File: config.mk
export PLATFORM = sky130hd
export DESIGN_NAME = bridge_spwm
export DESIGN_NICKNAME = d
export VERILOG_FILES = /design/src/rtl/spwm_pkg.sv /design/src/rtl/spwm_carrier.sv /design/src/rtl/spwm_reference.sv /design/src/rtl/spwm_gate.sv /design/src/rtl/bridge_spwm.sv
export SDC_FILE = /design/constraint.sdc
export NUM_CORES = 1
export LEC_CHECK = 0
export BUFFER_PORTS_ARGS = -buffer_cell sky130_fd_sc_hd__buf_2
export CORE_AREA = 5 5 278 280
export CTS_CLUSTER_SIZE = 16
export DETAILED_ROUTE_END_ITERATION = 8
export DIE_AREA = 0 0 283 285
export SETUP_SLACK_MARGIN = 0.05
export SYNTH_ARGS = -nofsm -noshare
export SYNTH_HDL_FRONTEND = slang
export SYNTH_HIERARCHICAL = 1
export SYNTH_SLANG_ARGS = --single-unit
File: constraint.sdc
create_clock -name clk -period 9.1 [get_ports clk]
set_input_delay 1.82 -clock clk [delete_from_list [all_inputs] [get_ports clk]]
set_output_delay 1.82 -clock clk [all_outputs]
set_load 0.05 [all_outputs]
File: src/rtl/spwm_pkg.sv
package spwm_pkg;

  // Width of the signed sine sample and of the scaled reference.
  localparam int SINE_W  = 12;
  localparam int SINE_MX = (1 << (SINE_W - 1)) - 1;
  // Index bits into the full-cycle table and into one quarter of it.
  localparam int IDX_W   = 6;
  localparam int QIDX_W  = IDX_W - 2;

  // Quarter-wave magnitude, sampled half a step off the axis so that
  // the quarters mirror exactly and no sample sits on zero or the crest.
  function automatic logic [SINE_W-2:0] quarter_mag(input logic [QIDX_W-1:0] j);
    logic [SINE_W-2:0] m;
    case (j)
      4'd0:  m = 11'd100;
      4'd1:  m = 11'd300;
      4'd2:  m = 11'd497;
      4'd3:  m = 11'd690;
      4'd4:  m = 11'd875;
      4'd5:  m = 11'd1052;
      4'd6:  m = 11'd1219;
      4'd7:  m = 11'd1375;
      4'd8:  m = 11'd1517;
      4'd9:  m = 11'd1644;
      4'd10: m = 11'd1756;
      4'd11: m = 11'd1850;
      4'd12: m = 11'd1927;
      4'd13: m = 11'd1986;
      4'd14: m = 11'd2025;
      default: m = 11'd2045;
    endcase
    return m;
  endfunction

endpackage

File: src/rtl/spwm_carrier.sv
module spwm_carrier #(
  parameter int CW = 12
) (
  input  logic          clk,
  input  logic          rst,
  input  logic [CW-1:0] span_in,
  output logic [CW-1:0] cnt,
  output logic [CW-1:0] peak_q,
  output logic          valley
);

  localparam logic [CW-1:0] MIN_PEAK = CW'(2);

  logic          up;
  logic [CW-1:0] peak_eff;

  assign valley   = (cnt == '0);
  assign peak_eff = (span_in < MIN_PEAK) ? MIN_PEAK : span_in;

  always_ff @(posedge clk) begin
    if (rst) begin
      cnt    <= '0;
      up     <= 1'b1;
      peak_q <= MIN_PEAK;
    end else if (valley) begin
      peak_q <= peak_eff;
      cnt    <= CW'(1);
      up     <= 1'b1;
    end else if (up) begin
      cnt <= cnt + CW'(1);
      if (cnt + CW'(1) == peak_q) up <= 1'b0;
    end else begin
      cnt <= cnt - CW'(1);
    end
  end

endmodule

File: src/rtl/spwm_reference.sv
module spwm_reference
  import spwm_pkg::*;
#(
  parameter int PW = 16,
  parameter int AW = 16
) (
  input  logic                     clk,
  input  logic                     rst,
  input  logic                     valley,
  input  logic [PW-1:0]            step_in,
  input  logic [AW-1:0]            gain_in,
  output logic signed [SINE_W-1:0] ref_o,
  output logic [PW-1:0]            inc_q,
  output logic [AW-1:0]            amp_q
);

  localparam int FRAC = AW - 1;
  localparam int PRW  = SINE_W + AW + 1;

  logic [PW-1:0]            acc;
  logic [IDX_W-1:0]         idx;
  logic [QIDX_W-1:0]        qj;
  logic [SINE_W-2:0]        mag;
  logic signed [SINE_W-1:0] smp_r;
  logic signed [PRW-1:0]    prod;
  logic signed [PRW-1:0]    shifted;
  logic signed [SINE_W-1:0] sat;

  assign idx = acc[PW-1 -: IDX_W];
  // Odd quarters run the table backwards.
  assign qj  = idx[QIDX_W] ? ~idx[QIDX_W-1:0] : idx[QIDX_W-1:0];
  assign mag = quarter_mag(qj);

  assign prod    = PRW'(smp_r) * PRW'($signed({1'b0, amp_q}));
  assign shifted = prod >>> FRAC;

  always_comb begin
    if (shifted > PRW'(SINE_MX))       sat = SINE_W'(SINE_MX);
    else if (shifted < -PRW'(SINE_MX)) sat = -SINE_W'(SINE_MX);
    else                               sat = shifted[SINE_W-1:0];
  end

  always_ff @(posedge clk) begin
    if (rst) begin
      acc   <= '0;
      inc_q <= '0;
      amp_q <= '0;
      smp_r <= '0;
      ref_o <= '0;
    end else begin
      if (valley) begin
        inc_q <= step_in;
        amp_q <= gain_in;
      end
      acc   <= acc + inc_q;
      smp_r <= idx[IDX_W-1] ? -$signed({1'b0, mag}) : $signed({1'b0, mag});
      ref_o <= sat;
    end
  end

endmodule

File: src/rtl/spwm_gate.sv
module spwm_gate
  import spwm_pkg::*;
#(
  parameter int CW = 12
) (
  input  logic                     clk,
  input  logic                     rst,
  input  logic                     valley,
  input  logic signed [SINE_W-1:0] ref_i,
  input  logic [CW-1:0]            cnt,
  input  logic [CW-1:0]            peak_q,
  output logic                     a_hi,
  output logic                     a_lo,
  output logic                     b_hi,
  output logic                     b_lo
);

  localparam int CMPW = SINE_W + CW + 2;
  localparam logic signed [CMPW-1:0] HALF_FS = CMPW'(SINE_MX + 1);

  logic                   armed;
  logic signed [CMPW-1:0] ref_x, pk_x, cnt2_x, lhs, rhs;
  logic                   a_on, b_on;

  assign ref_x  = CMPW'(ref_i);
  assign pk_x   = CMPW'({1'b0, peak_q});
  assign cnt2_x = CMPW'({1'b0, cnt, 1'b0});
  assign lhs    = ref_x * pk_x;
  assign rhs    = (cnt2_x - pk_x) * HALF_FS;
  assign a_on   = lhs > rhs;
  assign b_on   = -lhs > rhs;

  always_ff @(posedge clk) begin
    if (rst) begin
      armed <= 1'b0;
      a_hi  <= 1'b0;
      a_lo  <= 1'b0;
      b_hi  <= 1'b0;
      b_lo  <= 1'b0;
    end else begin
      if (valley) armed <= 1'b1;
      if (armed) begin
        a_hi <= a_on;
        a_lo <= !a_on;
        b_hi <= b_on;
        b_lo <= !b_on;
      end
    end
  end

endmodule

File: src/rtl/bridge_spwm.sv
module bridge_spwm
  import spwm_pkg::*;
#(
  parameter int CW = 12,
  parameter int PW = 16,
  parameter int AW = 16
) (
  input  logic          clk,
  input  logic          rst,
  input  logic [PW-1:0] step_in,
  input  logic [CW-1:0] span_in,
  input  logic [AW-1:0] gain_in,
  output logic          leg_a_hi,
  output logic          leg_a_lo,
  output logic          leg_b_hi,
  output logic          leg_b_lo
);

  logic [CW-1:0]            car_cnt;
  logic [CW-1:0]            peak_q;
  logic                     valley;
  logic signed [SINE_W-1:0] ref_val;
  logic [PW-1:0]            inc_q;
  logic [AW-1:0]            amp_q;

  spwm_carrier #(.CW(CW)) u_carrier (
    .clk(clk), .rst(rst), .span_in(span_in),
    .cnt(car_cnt), .peak_q(peak_q), .valley(valley)
  );

  spwm_reference #(.PW(PW), .AW(AW)) u_reference (
    .clk(clk), .rst(rst), .valley(valley),
    .step_in(step_in), .gain_in(gain_in),
    .ref_o(ref_val), .inc_q(inc_q), .amp_q(amp_q)
  );

  spwm_gate #(.CW(CW)) u_gate (
    .clk(clk), .rst(rst), .valley(valley), .ref_i(ref_val),
    .cnt(car_cnt), .peak_q(peak_q),
    .a_hi(leg_a_hi), .a_lo(leg_a_lo), .b_hi(leg_b_hi), .b_lo(leg_b_lo)
  );

endmodule

== Word level (Yosys, flattened, before mapping) ==
Memories as Yosys holds them, arrays and structs flattened.
Cells that the tools add are included.

* Flip-flop bits (word level): 102
* Bits in read-only memories: 176
* Bits of input ports: 46
* Output and inout port bits: 4
* Word-level logic and storage cells: 48
* Memories: 1

* Add/sub/neg operators: 6
* Multipliers: 2
* $lt $le $gt $ge: 5
* Eq/ne operators: 1
* Muxes and demuxes: 9
* Bitwise operators: 2
* Reduce and logical (&&, ||, !) cells: 6

{| class="wikitable"
|+ Memory list
! name !! depth !! width !! rd ports !! clocked after Yosys merged registers in !! wr ports !! line !! source
|-
| (no name shown) || 16 || 11 || 1 || 0 || 0 || spwm_pkg.sv:14 || <nowiki>case (j)</nowiki>
|}

{| class="wikitable"
|+ Operators by type and width
! cell !! count
|-
| greater-than comparator 26 bit || 2
|-
| two-way mux 12 bit || 3
|-
| multiplier 12 x 17 -> 29 bit || 1
|-
| negator 26 bit || 1
|-
| multiplier 12 x 13 -> 25 bit || 1
|-
| two-way mux 11 bit || 2
|-
| adder 16 bit || 1
|-
| greater-than comparator 14 x 12 -> 1 bit (second input constant) || 1
|-
| less-than comparator 14 x 12 -> 1 bit (second input constant) || 1
|-
| subtractor 13 x 12 -> 14 bit || 1
|-
| adder 12 x 1 -> 12 bit (second input constant) || 1
|-
| == test 12 bit || 1
|-
| zero test 12 bit || 1
|-
| less-than comparator 12 x 2 -> 1 bit (second input constant) || 1
|-
| negator 11 -> 12 bit || 1
|-
| subtractor 12 x 1 -> 12 bit (second input constant) || 1
|-
| OR reduction 2 bit || 3
|-
| two-way mux 4 bit || 1
|-
| inverter 4 bit || 1
|-
| two-way mux 1 bit || 3
|-
| zero test 1 bit || 2
|-
| inverter 1 bit || 1
|}

== Longest topological paths before layout ==
Gate-level depths: netlist of run 1.
An unclocked memory read counts as a cell.

* Word-level depth: 5
* Mapped depth: 32
* Mapped depth without buffers: 30

== Cells and area by module ==
Netlist of run 1, hierarchy kept.

{| class="wikitable"
|+ By module, submodules not included
! module !! times used !! cells each !! area each (um^2) !! seq. area each (um^2)
|-
| spwm_reference || 1 || 1,100 || 9,545.4 || 1,441.4
|-
| spwm_gate || 1 || 777 || 6,513.7 || 100.1
|-
| spwm_carrier || 1 || 200 || 1,602.8 || 500.5
|}

== Least setup slack after synthesis of run 1 ==
OpenSTA, ideal clock, no wires.

* Path type: register to register
* Start: register u_carrier.peak_q[1]
* End: register u_gate.b_lo
* Setup time: 0.059 ns
* Arrival time: 7.055 ns
* Required time: 9.041 ns
* Slack: 1.986 ns
* Stages on the path, launching flop included: 30
* Path buffers: 2
* Period minus slack after synthesis: 7.114 ns
* Cells stage by stage: dfxtp_1 clkbuf_1 nand2_1 fa_1 fa_1 inv_1 fa_1 fa_1 inv_1 fa_1 inv_1 ha_1 clkbuf_1 a21o_1 a31oi_1 xor2_1 nand4b_4 nor4_4 or2b_1 xor2_1 ha_1 a21o_1 a21o_1 a21o_1 a21o_1 a21o_1 a21oi_1 nand4_1 nand4_1 o211a_1

* Cells in the longest elaborated chain, start to end: 4
* Elaborated cells on any way between the ends: 5
* Those cells by class: add/sub (2); mul (1); order compare (1); reduce/logical (1)

{| class="wikitable"
|+ RTL lines
! element !! line !! source
|-
| start: declaration || spwm_carrier.sv:8 || <nowiki>output logic [CW-1:0] peak_q,</nowiki>
|-
| start signal: assignment || spwm_carrier.sv:26 || <nowiki>peak_q <= peak_eff;</nowiki>
|-
| multiplier 12 x 13 -> 25 bit || spwm_gate.sv:28 || <nowiki>assign lhs = ref_x * pk_x;</nowiki>
|-
| negator 26 bit || spwm_gate.sv:31 || <nowiki>assign b_on = -lhs > rhs;</nowiki>
|-
| greater-than comparator 26 bit * || spwm_gate.sv:31 ||
|-
| zero test 1 bit * || spwm_gate.sv:46 || <nowiki>b_lo <= !b_on;</nowiki>
|-
| end signal: assignment || spwm_gate.sv:46 ||
|-
| end: declaration || spwm_gate.sv:15 || <nowiki>output logic b_lo</nowiki>
|}

Every way passes the cells marked *; elsewhere a longest branch is shown, timed or not.
A chain may end at the register's enable or synchronous reset.

== Worst setup path in the final report of run 1 ==
* Start: register u_carrier.peak_q[3]
* End: register u_gate.b_hi

* Cells in the longest elaborated chain, start to end: 3
* Elaborated cells on any way between the ends: 4
* Those cells by class: add/sub (2); mul (1); order compare (1)

{| class="wikitable"
|+ RTL lines
! element !! line !! source
|-
| multiplier 12 x 13 -> 25 bit || spwm_gate.sv:28 ||
|-
| negator 26 bit || spwm_gate.sv:31 ||
|-
| greater-than comparator 26 bit * || spwm_gate.sv:31 ||
|-
| end signal: assignment || spwm_gate.sv:45 || <nowiki>b_hi <= b_on;</nowiki>
|-
| end: declaration || spwm_gate.sv:14 || <nowiki>output logic b_hi,</nowiki>
|}

Marked as above.

==> results of run 1 <==
final cells by class:
cell class / count / share of cell area [%]
inverters: 367 / 7.204
clock buffers: 9 / 1.178
repair buffers: 52 / 1.413
multi-input cells: 1525 / 72.74
flip-flops and latches: 102 / 10.68
clock inverters: 7 / 0.4449
well taps: 969 / 6.340
flip-flops by register name (all words and copies together), names as in the netlist:
| signal | flops |
|---|---|
| u_gate/armed | 1 |
| u_reference/ref_o | 12 |
| u_reference/acc | 16 |
| u_gate/b_lo | 1 |
| u_carrier/up | 1 |
| u_carrier/peak_q | 12 |
| u_gate/a_hi | 1 |
| u_gate/b_hi | 1 |
| u_carrier/cnt | 12 |
| u_reference/smp_r | 12 |
| u_reference/amp_q | 16 |
| u_gate/a_lo | 1 |
| u_reference/inc_q | 16 |
per-stage QoR:
stage          hold WS (ns)  setup slack (ns)  power [mW]
2_1_floorplan        0.4672             1.986       3.100
3_3_place_gp         0.4654             1.506       3.748
3_5_place_dp         0.4643             1.454       3.773
4_1_cts              0.4756             1.431       4.221
5_1_grt              0.4999            0.9626       4.702
6_report             0.4721             1.516       4.150
worst paths after layout:
| path | end | slack (ns) | cells past startpoint |
|---|---|---|---|
| max | u_gate/b_hi$_SDFFE_PP0P_ | 1.52 | 28 |
| min | u_gate/b_hi$_SDFFE_PP0P_ | 0.47 | 2 |
| max reg2reg | u_gate/b_hi$_SDFFE_PP0P_ | 1.52 | 28 |
| min reg2reg | u_gate/b_hi$_SDFFE_PP0P_ | 0.47 | 2 |
power by group through the flow:
stage	Clock, mW	Combinational, mW	Sequential, mW
detailed placement	0	2.96	0.812
CTS	0.432	2.99	0.802
floorplan	0	2.48	0.616
global placement	0	2.94	0.810
global route	0.449	3.43	0.826
finish	0.411	2.94	0.802
placed cells by master, fill, tap and decap left out, drive strengths merged, types with 19 or more instances in the layout:
| cell type | instances |
|---|---|
| a21o | 25 |
| a21oi | 77 |
| and2 | 121 |
| buf | 52 |
| dfxtp | 102 |
| fa | 242 |
| ha | 220 |
| inv | 369 |
| mux2i | 33 |
| nand2 | 251 |
| nand2b | 22 |
| nand3 | 33 |
| nand4 | 19 |
| nor2 | 130 |
| nor3 | 31 |
| o21ai | 43 |
| xnor2 | 47 |
| xor2 | 47 |
metal layers:
| metal | vias up | wire [um] | GRT usage (%) |
|---|---|---|---|
| li1 | 6593 | - | - |
| met1 | 6515 | 19090 | 13.27 |
| met2 | 219 | 18460 | 16.86 |
| met3 | 40 | 1623 | 1.757 |
| met4 | 0 | 847 | 2.509 |
| met5 | - | 0 | 0 |
worst max-delay path: cells and delay by family (launching register included):
kind | cells | cell delay [ns]
AND/OR/NAND/NOR | 7 | 1.79
XOR/XNOR | 2 | 0.32
buffers and inverters | 3 | 0.15
AO/OA/AOI/OAI | 9 | 1.39
flip-flops | 1 | 0.74
adder cells (fa/ha/maj) | 7 | 3.06
logic make-up (layout without fill, tap and decap cells):
kind of cell             after synthesis  after routing  share of synthesized area, %
buffers and inverters                450            435                         9.712
flip-flops                           102            102                         11.56
adder cells (fa/ha/maj)              462            462                         43.02
XOR/XNOR                              94             94                         4.746
AO/OA/AOI/OAI                        259            259                         10.04
AND/OR/NAND/NOR                      676            676                         18.99
multiplexers                          34             34                         1.934
==> out/qor.yml, run 1 <==
run_status:
  outcome: "completed"
global_routing:
  grt_pass1_wl_um: 67680
  grt_overflow_total: 0
  antenna_found_initial: 0
  grt_max_degree: 50
  grt_pass1_vias: 13520
  grt_util_all_layers_pct: 9.972
clocking:
  cts-resized-gates: 0
  post_cts_buffers: 0
  clock_sinks: 102
  htree_num_levels: 3
  cts_tree: "yes"
  clk_pin_slew_worst_paths_ns: 0.08
  cts_buffers: 9
  holdBufCountCts: 0
  clk_path_buf_depth: 2
  clk_latency_ns: 0.40
  root_buffer: "clkbuf_16"
timing:
  hold_viol: 0
  relSlewSlack_pct: 33.73
  slew_violations: 0
  rsz0062_at_grt: "no"
  setup_viol: 0
  tightest_slew_ns: 0.9870
  setup_tns_ns: 0
  min_period_ns: 7.584
  clock.fmax_ghz: 0.1319
  finClkSkew_ns: 0.01484
  min_period_over_period_pct: 83.34
yosys:
  syn_inst: 2077
  yosysWarnings: 6
  ys_types: 87
  seq_area_frac_synth_pct: 11.56
  yosysTopAreaCellShare_pct: 27.43
  syn_nets: 2585
  synth_seq_cells: 102
  ys_top_cells_by_count: "inv_1 (366), nand2_1 (251), fa_1 (242), ha_1 (220), nor2_1 (130)"
  synth_area_um2: 17660
  async_flop_share_pct: 0
  synth-edff-count: 0
  synth_area_leader_cell: "fa_1"
  synth_flop_cell: "dfxtp_1"
  netlist_top_cells_area: "fa_1 (27%), ha_1 (16%), dfxtp_1 (12%)"
  synth_most_common_cell: "inv_1"
  avgSynthCellArea_um2: 8.504
setup_path:
  worst-setup-path-type: "reg -> reg"
  cp-start-kind: "register"
  critPathMaxStageDelay_ns: 0.74
  critPathMaxFanout: 15
  r2r_start: "u_carrier/peak_q[3]$_SDFFE_PP0P_"
  crit_start: "u_carrier/peak_q[3]$_SDFFE_PP0P_"
  required_ns: 9.36
  slowest_stage: "dfxtp_1"
  worstPathArrival_ns: 7.84
  end_kind: "register"
detailed_routing:
  wl_per_cell_um: 13.20
  vias: 13370
  ant_nets: 0
  viasPerCell: 4.410
  routed_wirelength_um: 40020
  drt_first_pass_iters: 5
  dr.first_iter.drc_count: 634
  drc: 0
finish:
  layout.core_utilization_pct: 25.77
  finish.net_count: 2565
  areaGrowthSynthToFinish_pct: 8.267
  design_area_um2: 19120
  seq_area_um2: 2042
  finalNonFillerCells: 3031
  fillers: 8030
  antenna_cells: 0
  drive_gt1_share_pct: 5.286
  multi_input_area_um2: 13910
pwr:
  leakage_nw: 9.325
  p_sw_mw: 2.195
  clkPwrFrac_pct: 9.9
  p_int_mw: 1.954
  swShare_pct: 52.90
  power_frac_comb_pct: 70.8
  seqPwrFrac_pct: 19.3
  ir_drop_mv: 0.2129
  p_per_area_nw_per_um2: 217.0
floorplan:
  rows: 100
  die_h_um: 285
  die-area_um2: 80660
  start_util_pct: 23.80
  io_pins: 50
  die_w_um: 283
  core_um2: 74200
placed_design:
  dpl.cell_count: 3015
  gp_congestion: 0.8139
  place_area_um2: 18810
  io_buffers: 49
  dp_hpwl_um: 32720
flow_run:
  maxCapViolCount: 0
min_path:
  hold_path_class: "reg -> reg"
  min_from: "u_gate/b_hi$_SDFFE_PP0P_"
No activity file was read; power rests on OpenSTA's default activity.
==> run 2: changes to the inputs <==
==> constraint.sdc (replaced) <==
create_clock -name clk -period 6.45 [get_ports clk]
set_input_delay 1.29 -clock clk [delete_from_list [all_inputs] [get_ports clk]]
set_output_delay 1.29 -clock clk [all_outputs]
set_load 0.05 [all_outputs]
==> out/qor.yml, run 2 (synthesized netlist as in run 1, its figures left out) <==
finish:
  finish.net_count: 2761  # +7.6%
  antenna_cells: 0  # unchanged
  layout.core_utilization_pct: 28.73  # +3.0 points
  top_regs: "u_reference/acc (16), u_reference/amp_q (16), u_reference/inc_q (16)"
  finalNonFillerCells: 3226  # +6.4%
  design_area_um2: 21320  # +11%
  mostFrequentLayoutCells: "inv_1 (351), nand2_1 (246), fa_1 (232)"
  areaGrowthSynthToFinish_pct: 20.70
  drive_gt1_share_pct: 19.54  # +14 points
  mostFrequentLayoutCell: "inv_1"
setup_path:
  path_delay_family: "adder cells"
  r2r_start: "u_carrier/peak_q[5]$_SDFFE_PP0P_"
  worstPathArrival_ns: 6.80  # -1.04 ns
  slowest_stage: "fa_1"
  crit_start: "u_carrier/peak_q[5]$_SDFFE_PP0P_"
  path_buf_inv: 6  # +3
  path_common_cell: "a21o_1"
  ff2ff_setup_slack_ns: -0.11  # -1.63 ns
  worst-setup-path-type: "reg -> reg"
  reg2regPathDepth: 30  # +7.1%
  end_kind: "register"
  cp-start-kind: "register"
  cp.depth: 30  # +7.1%
  reg2reg_to: "u_gate/b_hi$_SDFFE_PP0P_"
  required_ns: 6.69  # -2.67 ns
  worstSetupEndpoint: "u_gate/b_hi$_SDFFE_PP0P_"
  critPathMaxStageDelay_ns: 0.52  # -0.22 ns
  critPathMaxFanout: 7  # -8
global_routing:
  antenna_found_initial: 0  # unchanged
  grt_overflow_total: 0  # unchanged
  grt_pass1_wl_um: 71150  # +5.1%
  grt_pass1_vias: 14210  # +5.1%
  grt_max_degree: 62  # +24%
  grt_util_all_layers_pct: 10.48  # +0.51 points
timing:
  tightest_slew_ns: 0.9993  # +0.01233 ns
  finClkSkew_ns: 0.01074  # -0.004100 ns
  slew_violations: 0  # unchanged
  setup_viol: 2  # +2
  setup_ws_ns: -0.1102  # -1.626 ns
  setup_tns_ns: -0.1986  # -0.1986 ns
  clock.fmax_ghz: 0.1524  # +16%
  min_period_ns: 6.560  # -1.024 ns
  hold_viol: 0  # unchanged
  relSlewSlack_pct: 32.90  # -0.83 points
  min_period_over_period_pct: 101.7  # +18 points
  rsz0062_at_grt: "yes"
placed_design:
  io_buffers: 49  # unchanged
  dpl.cell_count: 3183  # +5.6%
  place_area_um2: 20180  # +7.2%
  dp_hpwl_um: 35300  # +7.9%
  gp_congestion: 0.8381  # +3.0%
pwr:
  ir_drop_mv: 0.2664  # +25%
  leakage_nw: 10.39  # +11%
  p_per_area_nw_per_um2: 327.2  # +51%
detailed_routing:
  routed_wirelength_um: 42450  # +6.1%
  vias: 14010  # +4.8%
  drt_first_pass_iters: 5  # unchanged
  drc: 0  # unchanged
  ant_nets: 0  # unchanged
  wl_met1_um: 20730  # +8.6%
  dr.first_iter.drc_count: 575  # -9.3%
  dr_wl_met2_um: 19880  # +7.7%
  wl_per_cell_um: 13.16  # -0.34%
  dr_wl_met3_um: 1226  # -24%
  viasPerCell: 4.343  # -1.5%
  top_layer_used: "met4"
min_path:
  hold_path_class: "reg -> reg"
clocking:
  clk_path_buf_depth: 2  # unchanged
  cts_buffers: 9  # unchanged
  clk_latency_ns: 0.38  # -0.02 ns
  clk_pin_slew_worst_paths_ns: 0.08  # about the same
  htree_num_levels: 3  # unchanged
  root_buffer: "clkbuf_16"
  clock_sinks: 102  # unchanged
  cts_tree: "yes"
  holdBufCountCts: 0  # unchanged
floorplan:
  core_um2: 74200  # unchanged
  die_w_um: 283  # unchanged
  start_util_pct: 23.80  # unchanged
  rows: 100  # unchanged
  die-area_um2: 80660  # unchanged
  io_pins: 50  # unchanged
  die_h_um: 285  # unchanged
run_status:
  violations: "negative setup slack"
  outcome: "finished, violations left"
flow_run:
  maxCapViolCount: 0  # unchanged
==> run 2: power by group <==
group / switching, mW / internal [mW]
Sequential: 0.221 / 0.777
Combinational: 2.88 / 2.51
Clock: 0.292 / 0.291
Total: 3.39 / 3.58
==> run 2: repair_timing <==
item	in CTS	in global routing
endpoints found under the hold margin	0	0
endpoints found under the setup margin	5	14
resized for setup	104	75
pin swaps	64	42
setup buffers	22	8
==> run 2: cell type report <==
type / instances / area (um2)
Sequential cell: 102 / 2167
Tap cell: 969 / 1212
Clock inverter: 5 / 50.05
Clock buffer: 10 / 250.2
Multi-Input combinational cell: 1525 / 14450
Inverter: 367 / 1381
Fill cell: 7868 / 52880
Timing Repair Buffer: 248 / 1812
==> run 2: worst min-delay path by stage <==
stage	startpoint	cells past startpoint	to
6_report	u_gate/b_hi$_SDFFE_PP0P_	2	u_gate/b_hi$_SDFFE_PP0P_
5_1_grt	u_carrier/peak_q[11]$_SDFFE_PP0P_	2	u_carrier/peak_q[11]$_SDFFE_PP0P_
4_1_cts	u_gate/b_hi$_SDFFE_PP0P_	2	u_gate/b_hi$_SDFFE_PP0P_
3_5_place_dp	u_gate/b_hi$_SDFFE_PP0P_	2	u_gate/b_hi$_SDFFE_PP0P_
3_3_place_gp	u_gate/b_hi$_SDFFE_PP0P_	2	u_gate/b_hi$_SDFFE_PP0P_
2_1_floorplan	u_carrier/peak_q[11]$_SDFFE_PP0P_	2	u_carrier/peak_q[11]$_SDFFE_PP0P_
==> run 2: routing by layer <==
layer	vias to the layer above	global-route usage, %
li1	6993	-
met3	36	1.581
met5	-	0
met1	6806	14.38
met2	177	17.83
met4	0	1.734
==> run 2: worst reg2reg max path: cells and delay by family, from the launching register on <==
kind | cells | cell delay [ns]
adders and majority gates | 7 | 2.87
AOI/OAI and AO/OA | 10 | 1.43
and+or+nand+nor | 5 | 0.94
buffers and inverters | 6 | 0.43
DFF | 1 | 0.37
xor gates and xnor gates | 2 | 0.36
==> run 2: per-stage QoR <==
step / setup slack, ns / hold slack, ns / total power, mW
final: -0.1102 / 0.4728 / 6.975
after global placement: -0.4804 / 0.4606 / 5.971
after CTS: -0.1298 / 0.4772 / 6.885
after detailed placement: -0.5610 / 0.4630 / 6.021
after floorplan: -0.2222 / 0.4578 / 4.476
after global routing: -0.5498 / 0.5194 / 7.793
==> run 3: changes to the inputs <==
--- a/config.mk
+++ b/config.mk
@@ -5,11 +5,11 @@
 export SDC_FILE = /design/constraint.sdc
 export NUM_CORES = 1
 export LEC_CHECK = 0
-export BUFFER_PORTS_ARGS = -buffer_cell sky130_fd_sc_hd__buf_2
 export CORE_AREA = 5 5 278 280
 export CTS_CLUSTER_SIZE = 16
 export DETAILED_ROUTE_END_ITERATION = 8
 export DIE_AREA = 0 0 283 285
+export DONT_BUFFER_PORTS = 1
 export SETUP_SLACK_MARGIN = 0.05
 export SYNTH_ARGS = -nofsm -noshare
 export SYNTH_HDL_FRONTEND = slang
==> constraint.sdc (replaced) <==
create_clock -name clk -period 7.2 [get_ports clk]
set_input_delay 1.44 -clock clk [delete_from_list [all_inputs] [get_ports clk]]
set_output_delay 1.44 -clock clk [all_outputs]
set_load 0.05 [all_outputs]
==> out/qor.yml, run 3 (synthesized netlist as in run 1, its figures left out) <==
pwr:
  p_per_area_nw_per_um2: 283.9  # -13%
  ir_drop_mv: 0.2565  # -3.7%
  leakage_nw: 9.429  # -9.2%
timing:
  finClkSkew_ns: 0.008263  # -0.002477 ns
  clock.fmax_ghz: 0.1452  # -4.8%
  tightest_slew_ns: 1.012  # +0.01257 ns
  whs_ns: 0.5153  # +0.04250 ns
  min_period_ns: 6.889  # +0.3288 ns
  slew_violations: 0  # unchanged
  min_period_over_period_pct: 95.68  # -6.0 points
  hold_viol: 0  # unchanged
  rsz0062_at_grt: "yes"
  relSlewSlack_pct: 32.06  # -0.84 points
  setup_viol: 0  # -2
detailed_routing:
  wl_per_cell_um: 13.60  # +3.4%
  dr.first_iter.drc_count: 773  # +34%
  vias: 13360  # -4.6%
  routed_wirelength_um: 41340  # -2.6%
  drc: 0  # unchanged
  drt_first_pass_iters: 8  # +3
  ant_nets: 0  # unchanged
  viasPerCell: 4.395  # +1.2%
floorplan:
  die-area_um2: 80660  # unchanged
  die_w_um: 283  # unchanged
  rows: 100  # unchanged
  core_um2: 74200  # unchanged
  io_pins: 50  # unchanged
  start_util_pct: 23.80  # unchanged
  die_h_um: 285  # unchanged
clocking:
  clock_sinks: 102  # unchanged
  cts_buffers: 9  # unchanged
  root_buffer: "clkbuf_16"
  clk_latency_ns: 0.39  # about the same
  clk_path_buf_depth: 2  # unchanged
  holdBufCountCts: 0  # unchanged
  cts_tree: "yes"
  clk_pin_slew_worst_paths_ns: 0.08  # about the same
  htree_num_levels: 3  # unchanged
finish:
  finish.net_count: 2574  # -6.8%
  antenna_cells: 0  # unchanged
  mostFrequentLayoutCell: "inv_1"
  drive_gt1_share_pct: 8.498  # -11 points
  top_regs: "u_reference/acc (16), u_reference/amp_q (16), u_reference/inc_q (16)"
  areaGrowthSynthToFinish_pct: 10.93
  finalNonFillerCells: 3040  # -5.8%
  mostFrequentLayoutCells: "inv_1 (366), nand2_1 (251), fa_1 (237)"
  fillers: 8015  # +1.9%
setup_path:
  slowest_stage: "fa_1"
  crit_start: "u_reference/ref_o[8]$_SDFF_PP0_"
  critPathMaxStageDelay_ns: 0.55  # +0.03 ns
  ff2ff_setup_slack_ns: 0.31  # +0.42 ns
  worst-setup-path-type: "reg -> reg"
  end_kind: "register"
  worstPathArrival_ns: 7.22  # +0.42 ns
  required_ns: 7.53  # +0.84 ns
  path_common_cell: "a21o_1"
  critPathMaxFanout: 7  # unchanged
  reg2reg_to: "u_gate/b_lo$_SDFFE_PP0P_"
  cp-start-kind: "register"
  reg2regPathDepth: 28  # -6.7%
  worstSetupEndpoint: "u_gate/b_lo$_SDFFE_PP0P_"
  r2r_start: "u_reference/ref_o[8]$_SDFF_PP0_"
placed_design:
  gp_congestion: 0.8448  # +0.80%
  io_buffers: 0  # -100%
  dp_hpwl_um: 33980  # -3.7%
  dpl.cell_count: 3007  # -5.5%
min_path:
  hold_path_class: "reg -> reg"
global_routing:
  grt_pass1_vias: 13650  # -4.0%
  grtUsageMet2_pct: 17.13  # -0.70 points
  grt_max_degree: 86  # +39%
  grt_overflow_total: 0  # unchanged
  use_met1_pct: 13.94  # -0.44 points
  grt_pass1_wl_um: 69850  # -1.8%
  met3_usage_pct: 2.125  # +0.54 points
  grt_util_all_layers_pct: 10.35  # -0.13 points
  busiest_layer: "met2"
  antenna_found_initial: 0  # unchanged
flow_run:
  maxCapViolCount: 0  # unchanged
run_status:
  outcome: "completed"
run 3: report_power, final:
group          internal, mW  total (mW)  switching, mW
combinational          1.73        4.02           2.28
clock                 0.288       0.552          0.263
sequential            0.686       0.995          0.309
total                  2.71        5.56           2.85
run 3: repair_timing:
item | CTS | global route
endpoints found under the hold margin | 0 | 0
gates resized for setup | 7 | 82
pin swaps | 1 | 30
setup endpoints to repair | 4 | 4
buffers inserted | 1 | 16
run 3: layout make-up:
class	instances	area (um2)	area share, %
clock buffer	10	239.0	1.220
clock inverter	6	85.08	0.4343
inverter	367	1379	7.037
multi-input combinational	1525	14080	71.88
sequential	102	2113	10.79
tap	969	1212	6.188
timing repair buffer	61	480.5	2.452
run 3: routing by layer:
metal,part of all wire [%],vias up
met5,0,-
met4,2.1,0
met3,4.9,44
met2,46,248
met1,47,6457
li1,-,6613
run 3: metrics by stage:
stage / cell area, um2 / setup slack (ns) / utilization, % / TNS [ns] / power [mW]
3_3_place_gp: 18870 / -0.3337 / 25.44 / -0.7575 / 4.871
5_1_grt: 19590 / 0.001167 / 26.41 / 0 / 6.263
6_report: 19590 / 0.3110 / 26.41 / 0 / 5.563
2_1_floorplan: 17660 / 0.08550 / - / 0 / 3.918
3_5_place_dp: 18870 / -0.2542 / 25.44 / -0.5796 / 4.899
4_1_cts: 19210 / 0.05819 / 25.89 / 0 / 5.496
run 3: how the worst min path moves through the flow:
stage / slack [ns] / depth (start not counted) / startpoint / endpoint
CTS: 0.52 / 2 / u_reference/inc_q[7]$_SDFFE_PP0P_ / u_reference/inc_q[7]$_SDFFE_PP0P_
finish: 0.52 / 2 / u_reference/inc_q[3]$_SDFFE_PP0P_ / u_reference/inc_q[3]$_SDFFE_PP0P_
global route: 0.56 / 2 / u_carrier/peak_q[8]$_SDFFE_PP0P_ / u_carrier/peak_q[8]$_SDFFE_PP0P_
floorplan: 0.47 / 2 / u_reference/inc_q[2]$_SDFFE_PP0P_ / u_reference/inc_q[2]$_SDFFE_PP0P_
global placement: 0.48 / 2 / u_reference/amp_q[14]$_SDFFE_PP0P_ / u_reference/amp_q[14]$_SDFFE_PP0P_
detailed placement: 0.50 / 2 / u_reference/inc_q[2]$_SDFFE_PP0P_ / u_reference/inc_q[2]$_SDFFE_PP0P_
run 3: worst max-delay path, delay by kind of cell (launching register included):
| family | cells | cell delay, ns |
|---|---|---|
| buffers and inverters | 4 | 0.23 |
| flip-flops | 1 | 0.38 |
| AND/OR/NAND/NOR | 6 | 1.27 |
| AO/OA/AOI/OAI | 9 | 1.52 |
| XOR/XNOR | 2 | 0.44 |
| adder cells (fa/ha/maj) | 7 | 3.00 |
